[config.mk]
export PLATFORM = sky130hd
export DESIGN_NAME = adc_par_host
export DESIGN_NICKNAME = d
export VERILOG_FILES = /design/src/rtl/adc_par_host_pkg.sv /design/src/rtl/adc_par_host_sync.sv /design/src/rtl/adc_par_host_rate.sv /design/src/rtl/adc_par_host_fsm.sv /design/src/rtl/adc_par_host.sv
export SDC_FILE = /design/constraint.sdc
export NUM_CORES = 1
export LEC_CHECK = 0
export ABC_AREA = 1
export CAP_MARGIN = 15
export CORE_UTILIZATION = 55
export DETAILED_ROUTE_END_ITERATION = 8
export PLACE_DENSITY = 0.82
export SLEW_MARGIN = 25
export SYNTH_ARGS = -nofsm -noshare
export SYNTH_HDL_FRONTEND = slang
export SYNTH_HIERARCHICAL = 1
export SYNTH_SLANG_ARGS = --single-unit
[constraint.sdc]
create_clock -name clk -period 2.85 [get_ports clk]
set_input_delay 0.57 -clock clk [delete_from_list [all_inputs] [get_ports clk]]
set_output_delay 0.57 -clock clk [all_outputs]
set_load 0.005 [all_outputs]
[src/rtl/adc_par_host_pkg.sv]
package adc_par_host_pkg;

    typedef enum logic [2:0] {
        HS_IDLE,
        HS_CONV,
        HS_ACK,
        HS_WAIT,
        HS_RDLO,
        HS_RDHI
    } host_st_e;

endpackage

[src/rtl/adc_par_host_sync.sv]
module adc_par_host_sync #(
    parameter int STAGES = 2
) (
    input  logic clk,
    input  logic rst_n,
    input  logic async_i,
    output logic sync_o
);
    logic [STAGES-1:0] sh_d, sh_q;

    always_comb begin
        sh_d = {sh_q[STAGES-2:0], async_i};
    end

    always_ff @(posedge clk) begin
        if (!rst_n) sh_q <= '1;
        else        sh_q <= sh_d;
    end

    assign sync_o = sh_q[STAGES-1];
endmodule

[src/rtl/adc_par_host_rate.sv]
module adc_par_host_rate #(
    parameter int RATE_CYC = 100
) (
    input  logic clk,
    input  logic rst_n,
    input  logic en_i,
    output logic tick_o
);
    localparam int RW = $clog2(RATE_CYC + 1);

    typedef struct packed {
        logic [RW-1:0] cnt;
        logic          tick;
    } rate_s;

    rate_s r_d, r_q;

    always_comb begin
        r_d = r_q;
        r_d.tick = 1'b0;
        if (!en_i) begin
            r_d.cnt = '0;
        end else if (r_q.cnt == RW'(RATE_CYC - 1)) begin
            r_d.cnt  = '0;
            r_d.tick = 1'b1;
        end else begin
            r_d.cnt = r_q.cnt + 1'b1;
        end
    end

    always_ff @(posedge clk) begin
        if (!rst_n) r_q <= '0;
        else        r_q <= r_d;
    end

    assign tick_o = r_q.tick;
endmodule

[src/rtl/adc_par_host_fsm.sv]
module adc_par_host_fsm
    import adc_par_host_pkg::*;
#(
    parameter int DW          = 16,
    parameter int PULSE_CYC   = 2,
    parameter int SETTLE_CYC  = 3,
    parameter int TIMEOUT_CYC = 64
) (
    input  logic          clk,
    input  logic          rst_n,
    input  logic          trig_i,
    input  logic          narrow_i,
    input  logic          busy_s_i,
    input  logic [DW-1:0] data_i,
    output logic          cs_n_o,
    output logic          rc_o,
    output logic          byte_o,
    output logic          vld_o,
    output logic [DW-1:0] res_o,
    output logic          err_o
);
    localparam int BW   = DW / 2;
    localparam int MAXC = (TIMEOUT_CYC > SETTLE_CYC) ?
                          ((TIMEOUT_CYC > PULSE_CYC) ? TIMEOUT_CYC : PULSE_CYC) :
                          ((SETTLE_CYC > PULSE_CYC) ? SETTLE_CYC : PULSE_CYC);
    localparam int CW   = $clog2(MAXC + 1);

    typedef struct packed {
        host_st_e      st;
        logic [CW-1:0] cnt;
        logic          cs_n;
        logic          rc;
        logic          byt;
        logic          narrow;
        logic [BW-1:0] lo;
        logic [DW-1:0] res;
        logic          vld;
        logic          err;
    } fsm_s;

    fsm_s f_d, f_q;

    always_comb begin
        f_d = f_q;
        f_d.vld = 1'b0;
        case (f_q.st)
            HS_IDLE: begin
                f_d.cs_n = 1'b1;
                f_d.rc   = 1'b1;
                f_d.byt  = 1'b0;
                if (trig_i && busy_s_i) begin
                    f_d.st     = HS_CONV;
                    f_d.cnt    = '0;
                    f_d.cs_n   = 1'b0;
                    f_d.rc     = 1'b0;
                    f_d.narrow = narrow_i;
                    f_d.err    = 1'b0;
                end
            end
            HS_CONV: begin
                if (f_q.cnt == CW'(PULSE_CYC - 1)) begin
                    f_d.st   = HS_ACK;
                    f_d.cnt  = '0;
                    f_d.cs_n = 1'b1;
                    f_d.rc   = 1'b1;
                end else begin
                    f_d.cnt = f_q.cnt + 1'b1;
                end
            end
            HS_ACK: begin
                f_d.cnt = f_q.cnt + 1'b1;
                if (!busy_s_i) f_d.st = HS_WAIT;
                if (f_q.cnt == CW'(TIMEOUT_CYC - 1)) begin
                    f_d.st  = HS_IDLE;
                    f_d.cnt = '0;
                    f_d.err = 1'b1;
                end
            end
            HS_WAIT: begin
                if (busy_s_i) begin
                    f_d.st   = HS_RDLO;
                    f_d.cnt  = '0;
                    f_d.cs_n = 1'b0;
                    f_d.rc   = 1'b1;
                    f_d.byt  = 1'b0;
                end else if (f_q.cnt == CW'(TIMEOUT_CYC - 1)) begin
                    f_d.st  = HS_IDLE;
                    f_d.cnt = '0;
                    f_d.err = 1'b1;
                end else begin
                    f_d.cnt = f_q.cnt + 1'b1;
                end
            end
            HS_RDLO: begin
                if (f_q.cnt == CW'(SETTLE_CYC - 1)) begin
                    f_d.cnt = '0;
                    if (f_q.narrow) begin
                        f_d.lo  = data_i[BW-1:0];
                        f_d.st  = HS_RDHI;
                        f_d.byt = 1'b1;
                    end else begin
                        f_d.res  = data_i;
                        f_d.vld  = 1'b1;
                        f_d.st   = HS_IDLE;
                        f_d.cs_n = 1'b1;
                    end
                end else begin
                    f_d.cnt = f_q.cnt + 1'b1;
                end
            end
            HS_RDHI: begin
                if (f_q.cnt == CW'(SETTLE_CYC - 1)) begin
                    f_d.cnt  = '0;
                    f_d.res  = {data_i[BW-1:0], f_q.lo};
                    f_d.vld  = 1'b1;
                    f_d.st   = HS_IDLE;
                    f_d.cs_n = 1'b1;
                    f_d.byt  = 1'b0;
                end else begin
                    f_d.cnt = f_q.cnt + 1'b1;
                end
            end
            default: begin
                f_d.st   = HS_IDLE;
                f_d.cs_n = 1'b1;
                f_d.rc   = 1'b1;
                f_d.byt  = 1'b0;
            end
        endcase
    end

    always_ff @(posedge clk) begin
        if (!rst_n) begin
            f_q      <= '0;
            f_q.st   <= HS_IDLE;
            f_q.cs_n <= 1'b1;
            f_q.rc   <= 1'b1;
        end else begin
            f_q <= f_d;
        end
    end

    assign cs_n_o = f_q.cs_n;
    assign rc_o   = f_q.rc;
    assign byte_o = f_q.byt;
    assign vld_o  = f_q.vld;
    assign res_o  = f_q.res;
    assign err_o  = f_q.err;
endmodule

[src/rtl/adc_par_host.sv]
module adc_par_host #(
    parameter int DW          = 16,
    parameter int PULSE_CYC   = 2,
    parameter int SETTLE_CYC  = 3,
    parameter int TIMEOUT_CYC = 64,
    parameter int RATE_CYC    = 100,
    parameter int SYNC_STAGES = 2
) (
    input  logic          clk,
    input  logic          rst_n,
    input  logic          start_i,
    input  logic          auto_en_i,
    input  logic          narrow_i,
    input  logic          adc_busy_i,
    input  logic [DW-1:0] adc_data_i,
    output logic          adc_cs_n_o,
    output logic          adc_rc_o,
    output logic          adc_byte_o,
    output logic          res_valid_o,
    output logic [DW-1:0] res_data_o,
    output logic          timeout_err_o
);
    logic busy_s;
    logic rate_tick;
    logic trig;

    adc_par_host_sync #(.STAGES(SYNC_STAGES)) u_sync (
        .clk     (clk),
        .rst_n   (rst_n),
        .async_i (adc_busy_i),
        .sync_o  (busy_s)
    );

    adc_par_host_rate #(.RATE_CYC(RATE_CYC)) u_rate (
        .clk    (clk),
        .rst_n  (rst_n),
        .en_i   (auto_en_i),
        .tick_o (rate_tick)
    );

    assign trig = start_i | rate_tick;

    adc_par_host_fsm #(
        .DW          (DW),
        .PULSE_CYC   (PULSE_CYC),
        .SETTLE_CYC  (SETTLE_CYC),
        .TIMEOUT_CYC (TIMEOUT_CYC)
    ) u_fsm (
        .clk      (clk),
        .rst_n    (rst_n),
        .trig_i   (trig),
        .narrow_i (narrow_i),
        .busy_s_i (busy_s),
        .data_i   (adc_data_i),
        .cs_n_o   (adc_cs_n_o),
        .rc_o     (adc_rc_o),
        .byte_o   (adc_byte_o),
        .vld_o    (res_valid_o),
        .res_o    (res_data_o),
        .err_o    (timeout_err_o)
    );
endmodule

======== Yosys cells after proc, flatten, opt, wreduce, memory -nomap -nowiden ========
Index checks and enable logic that the tools add are counted.
storage, ports and cells
  bits in registers ....................... 50
  input port bits ......................... 22
  output and inout bits ................... 21
  logic and storage cells ................. 93
cells by class
  $add $sub $neg .......................... 2
  equal/unequal tests ..................... 19
  multiplexer cells ....................... 34
  bitwise operators ....................... 6
  reductions and logical operators ........ 19
operators by type and width
  operator             number
  $mux 17              3
  $pmux 7 s5           1
  $pmux 17 s2          1
  $mux 3               7
  $mux 7               3
  $mux 10              2
  $pmux 3 s6           1
  $add 7x1->7 const B  2
  $mux 12              1
  $reduce_and 6->1     2
  $mux 1               10
  $ne 2x1->1 const B   5
  $reduce_and 3->1     3
  $pmux 1 s4           2
  $eq 7x1->1 const B   1
  $eq 7x2->1 const B   1
  $eq 7x6->1 const B   1
  $eq 7x7->1 const B   1
  $eq 3x2->1 const B   2
  $eq 3x3->1 const B   2
  $ne 2x2->1 const B   3
  $ne 3x2->1 const B   2
  $pmux 1 s6           1
  $reduce_and 2->1     3
  other kinds (14)     20

======== Longest topological paths before layout ========
  word-level depth ........................ 4
  gate-level depth with buffers ........... 12
  depth with buffers taken out ............ 12

======== By module ========
Netlist, hierarchy kept.
by module, submodules not included
  module             times used  cells an instance  area an instance (um^2)  seq. area each (um^2)
  adc_par_host_fsm   1           329                2188.3                   800.8
  adc_par_host_rate  1           50                 370.4                    160.2
  adc_par_host_sync  1           6                  55.1                     40.0
  adc_par_host       1           3                  11.3                     0.0

======== Worst setup path after synthesis ========
No wires, ideal clock.
  kind .................................... flip-flop to flip-flop
  from .................................... register u_fsm/f_q[30] (netlist bit)
  to ...................................... register u_fsm/f_q[24] (netlist bit)
  setup time .............................. 0.113 ns
  arrival time ............................ 1.438 ns
  required time ........................... 2.737 ns
  slack ................................... 1.300 ns
  stages on the path, launching flop included .. 13
  path buffers ............................ 1
  clock period less this slack ............ 1.550 ns
  path through ............................ dfxtp_1 -> inv_1 -> ha_1 -> inv_1 -> nor2_1 -> nand2_1 -> nand2_2 -> nand3_2 -> nor2_4 -> buf_6 -> nand2_1 -> nand2_1 -> nor2_1
between the ends
  cells in the longest elaborated chain, start to end .. 2
RTL lines
  item                               RTL line                RTL
  start: declaration                 adc_par_host_fsm.sv:41  fsm_s f_d, f_q;
  $eq 7x2->1                         adc_par_host_fsm.sv:95  if (f_q.cnt == CW'(SETTLE_CYC - 1)) begin
  $reduce_and 3->1 (no source line)  -
Every way passes these cells.
A chain may end at the register's enable or synchronous reset.

======== Final worst setup path ========
  from .................................... register u_fsm/f_q[30] (netlist bit)
  to ...................................... register u_fsm.f_q, in the netlist u_fsm/res_o[6]
between the ends
  cells in the longest elaborated chain, start to end .. 3
  elaborated cells on any way between the ends .. 4
  classes of those cells .................. eq/ne: 3; reduce/logical: 1
RTL lines
  item                                   RTL line
  $eq 7x2->1 (*)                         adc_par_host_fsm.sv:95, adc_par_host_fsm.sv:112
  $ne 2x1->1 (no source line)            -
  $reduce_and 4->1 (no source line) (*)  -
Mark *: on every way between the ends. The rest lies on a longest branch, timed or not.

==> results.yml <==
setup_path:
  timing.rr.start: "u_fsm/f_q[30]"
  crit_type: "reg2reg"
  worst_setup_path_start_kind: "flop"
  worstPathArrival_ns: 2.18
  worstRegToRegCells: 8
  reg2reg_to: "u_fsm/res_o[6]"
  reg2reg_slack_ns: 0.91
  crit_path_max_fanout: 16
  crit_required_ns: 3.09
  cp-end-kind: "flop"
detailed_routing:
  firstDrtPassIters: 4
  totalWireLength_um: 5610
  routedWlPerCell_um: 12.0
  drc_errors: 0
  route.antenna.remaining_nets: 0
  via_count: 2413
  drt_iter0_drc: 168
  vias_per_cell: 5.16
sta:
  slew-limit-headroom_pct: 58.6
  setup_tns_ns: 0
  slew_violations: 0
  skew_ns: 0.00487
  period_share_pct: 68.1
  whs_ns: 0.427
  rsz0062_at_grt: "no"
  fmax_ghz: 0.515
  worst_pin_slew_ns: 0.619
  finalCriticalPeriod_ns: 1.94
  final_hold_viol_count: 0
  setup_viol: 0
  finalWorstSetupSlack_ns: 0.910
yosys:
  synthTopCellsByCount: "96 x nand2_1, 50 x dfxtp_1, 49 x nor2_1, 46 x inv_1, 41 x a21oi_1"
  synth_area_um2: 2630
  synth_top_area_share_pct: 38.1
  yosysMostFrequentCell: "nand2_1"
  synthCells: 388
  yosysTopAreaCell: "dfxtp_1"
  synth_edf_count: 0
  synth_nets: 415
  synthArstFlopShare_pct: 0
  ys_seq_elements: 50
  synth.distinct_cells: 30
  synthTopCellsByArea: "dfxtp_1 38%, nand2_1 14%, a21oi_1 7.8%"
  synthFlopType: "dfxtp_1"
  ys_seq_area_share_pct: 38.1
  ys_warn_count: 6
  syn_avg_cell_area_um2: 6.77
floorplanning:
  io_pins: 43
  fp.dieW_um: 71.1
  rows: 24
  core_area_um2: 4470
  die_y_um: 71.1
  die-area_um2: 5050
  initial_utilization_pct: 58.7
cts:
  postCtsHoldBufs: 0
  insertion_delay_ns: 0.30
  path_clk_slew_ns: 0.09
  numCtsBuffers: 5
  post_cts_buffers: 0
  clkSinkCount: 50
  root_buffer: "clkbuf_8"
  h-tree-depth: 2
  clockBufferDepth: 2
  post_cts_resized: 0
  tritoncts: "done"
global_route:
  antenna_found_initial: 0
  first_global_vias: 2248
  grt-ovfl-total: 0
  grt_max_degree: 19
  grt.total_usage_pct: 24.3
  grt_first_pass_wirelength_um: 9830
layout:
  drive_above_1_share_pct: 7.21
  design_area_um2: 3070
  nNetsFinal: 442
  antennaDiodeCount: 0
  syn_to_final_growth_pct: 16.9
worst_hold_path:
  hold_path_end: "u_sync/sh_q[1]"
  worstHoldStart: "u_sync/sh_q[0]"
  worstHoldPathType: "reg2reg"
  hold_path_depth: 2
place:
  port_buffers: 42
  placedInstanceArea_um2: 2960
  dpl_worst_slack_ns: 0.733
  dpl.hpwl_um: 4130
  routabilityCongestion: 0.880
pwr:
  power_per_cell_area_nw_per_um2: 544
  power.total_mw: 1.67
  ir_drop_mv: 0.337
  power.leakage_nw: 1.39
run_status:
  outcome: "completed"
run:
  maxCapViolCount: 0
-- cell families after synthesis --
logic type,count (synthesis),share of synthesized area (%)
and+or+nand+nor,179,29.8
DFF,50,38.1
AOI/OAI and AO/OA,71,14.1
buffers and inverters,79,14.3
xor gates and xnor gates,4,1.33
adders and majority gates,5,2.38
-- sequential cells by signal, indices dropped and copies added, names as in the netlist --
signal	cells
u_fsm/vld_o	1
u_fsm/f_q	19
u_sync/sh_q	2
u_rate/r_q	7
u_fsm/byte_o	1
u_fsm/res_o	16
u_rate/tick_o	1
u_fsm/cs_n_o	1
u_fsm/rc_o	1
u_fsm/err_o	1
-- worst max-delay path by stage --
stage | from | to | slack [ns] | depth (start not counted)
after CTS | u_fsm/f_q[30] | u_fsm/res_o[6] | 0.96 | 8
after global routing | u_fsm/f_q[30] | u_fsm/res_o[8] | 0.72 | 8
after global placement | rst_n | u_fsm/vld_o | 0.78 | 3
final | u_fsm/f_q[30] | u_fsm/res_o[6] | 0.91 | 8
after floorplan | u_fsm/f_q[30] | u_fsm/f_q[24] | 1.30 | 12
after detailed placement | rst_n | u_fsm/vld_o | 0.73 | 3
-- cells in the final DEF, fill, tap and decap left out, types with 7 or more instances in the layout --
cell,n
nor2_1,49
inv_2,8
inv_1,46
o21ai_0,17
dfxtp_1,50
o21ai_1,7
nand3_1,18
clkdlybuf4s50_1,42
nand2_1,96
a21oi_1,41
-- report_power, final --
group	internal (mW)	leakage [nW]	total, mW	switching [mW]
Clock	0.263	0.0524	0.487	0.224
Combinational	0.154	0.931	0.413	0.260
Sequential	0.737	0.405	0.769	0.0315
-- routing by layer --
| layer | wire length (um) | GRT usage, % |
|---|---|---|
| met5 | 0 | 0 |
| met4 | 61 | 6.89 |
| met3 | 250 | 5.56 |
| met2 | 2780 | 42.1 |
| met1 | 2520 | 30.2 |
-- per-stage QoR --
step / utilization (%) / std cells
after floorplan: - / 388
after global placement: 66.2 / 460
after detailed placement: 66.2 / 460
after CTS: 68.6 / 468
after global routing: 68.6 / 468
final: 68.6 / 468
-- layout make-up --
class	instances	area, um^2
tap	52	65.1
fill	390	1410
timing repair buffer	45	443
clock buffer	7	76.3
clock inverter	1	30.0
sequential	50	1000
multi-input combinational	259	1250
inverter	54	203
-- worst max-delay path, cell delays in order, from the launching register on --
cell	delay (ns)
dfxtp_1	0.37
inv_1	0.10
ha_1	0.17
inv_1	0.04
nor2_1	0.12
nand2_1	0.17
nor3_4	0.55
o21ai_0	0.20
a21oi_1	0.16
Note: power is estimated with default switching activity, not from simulation.
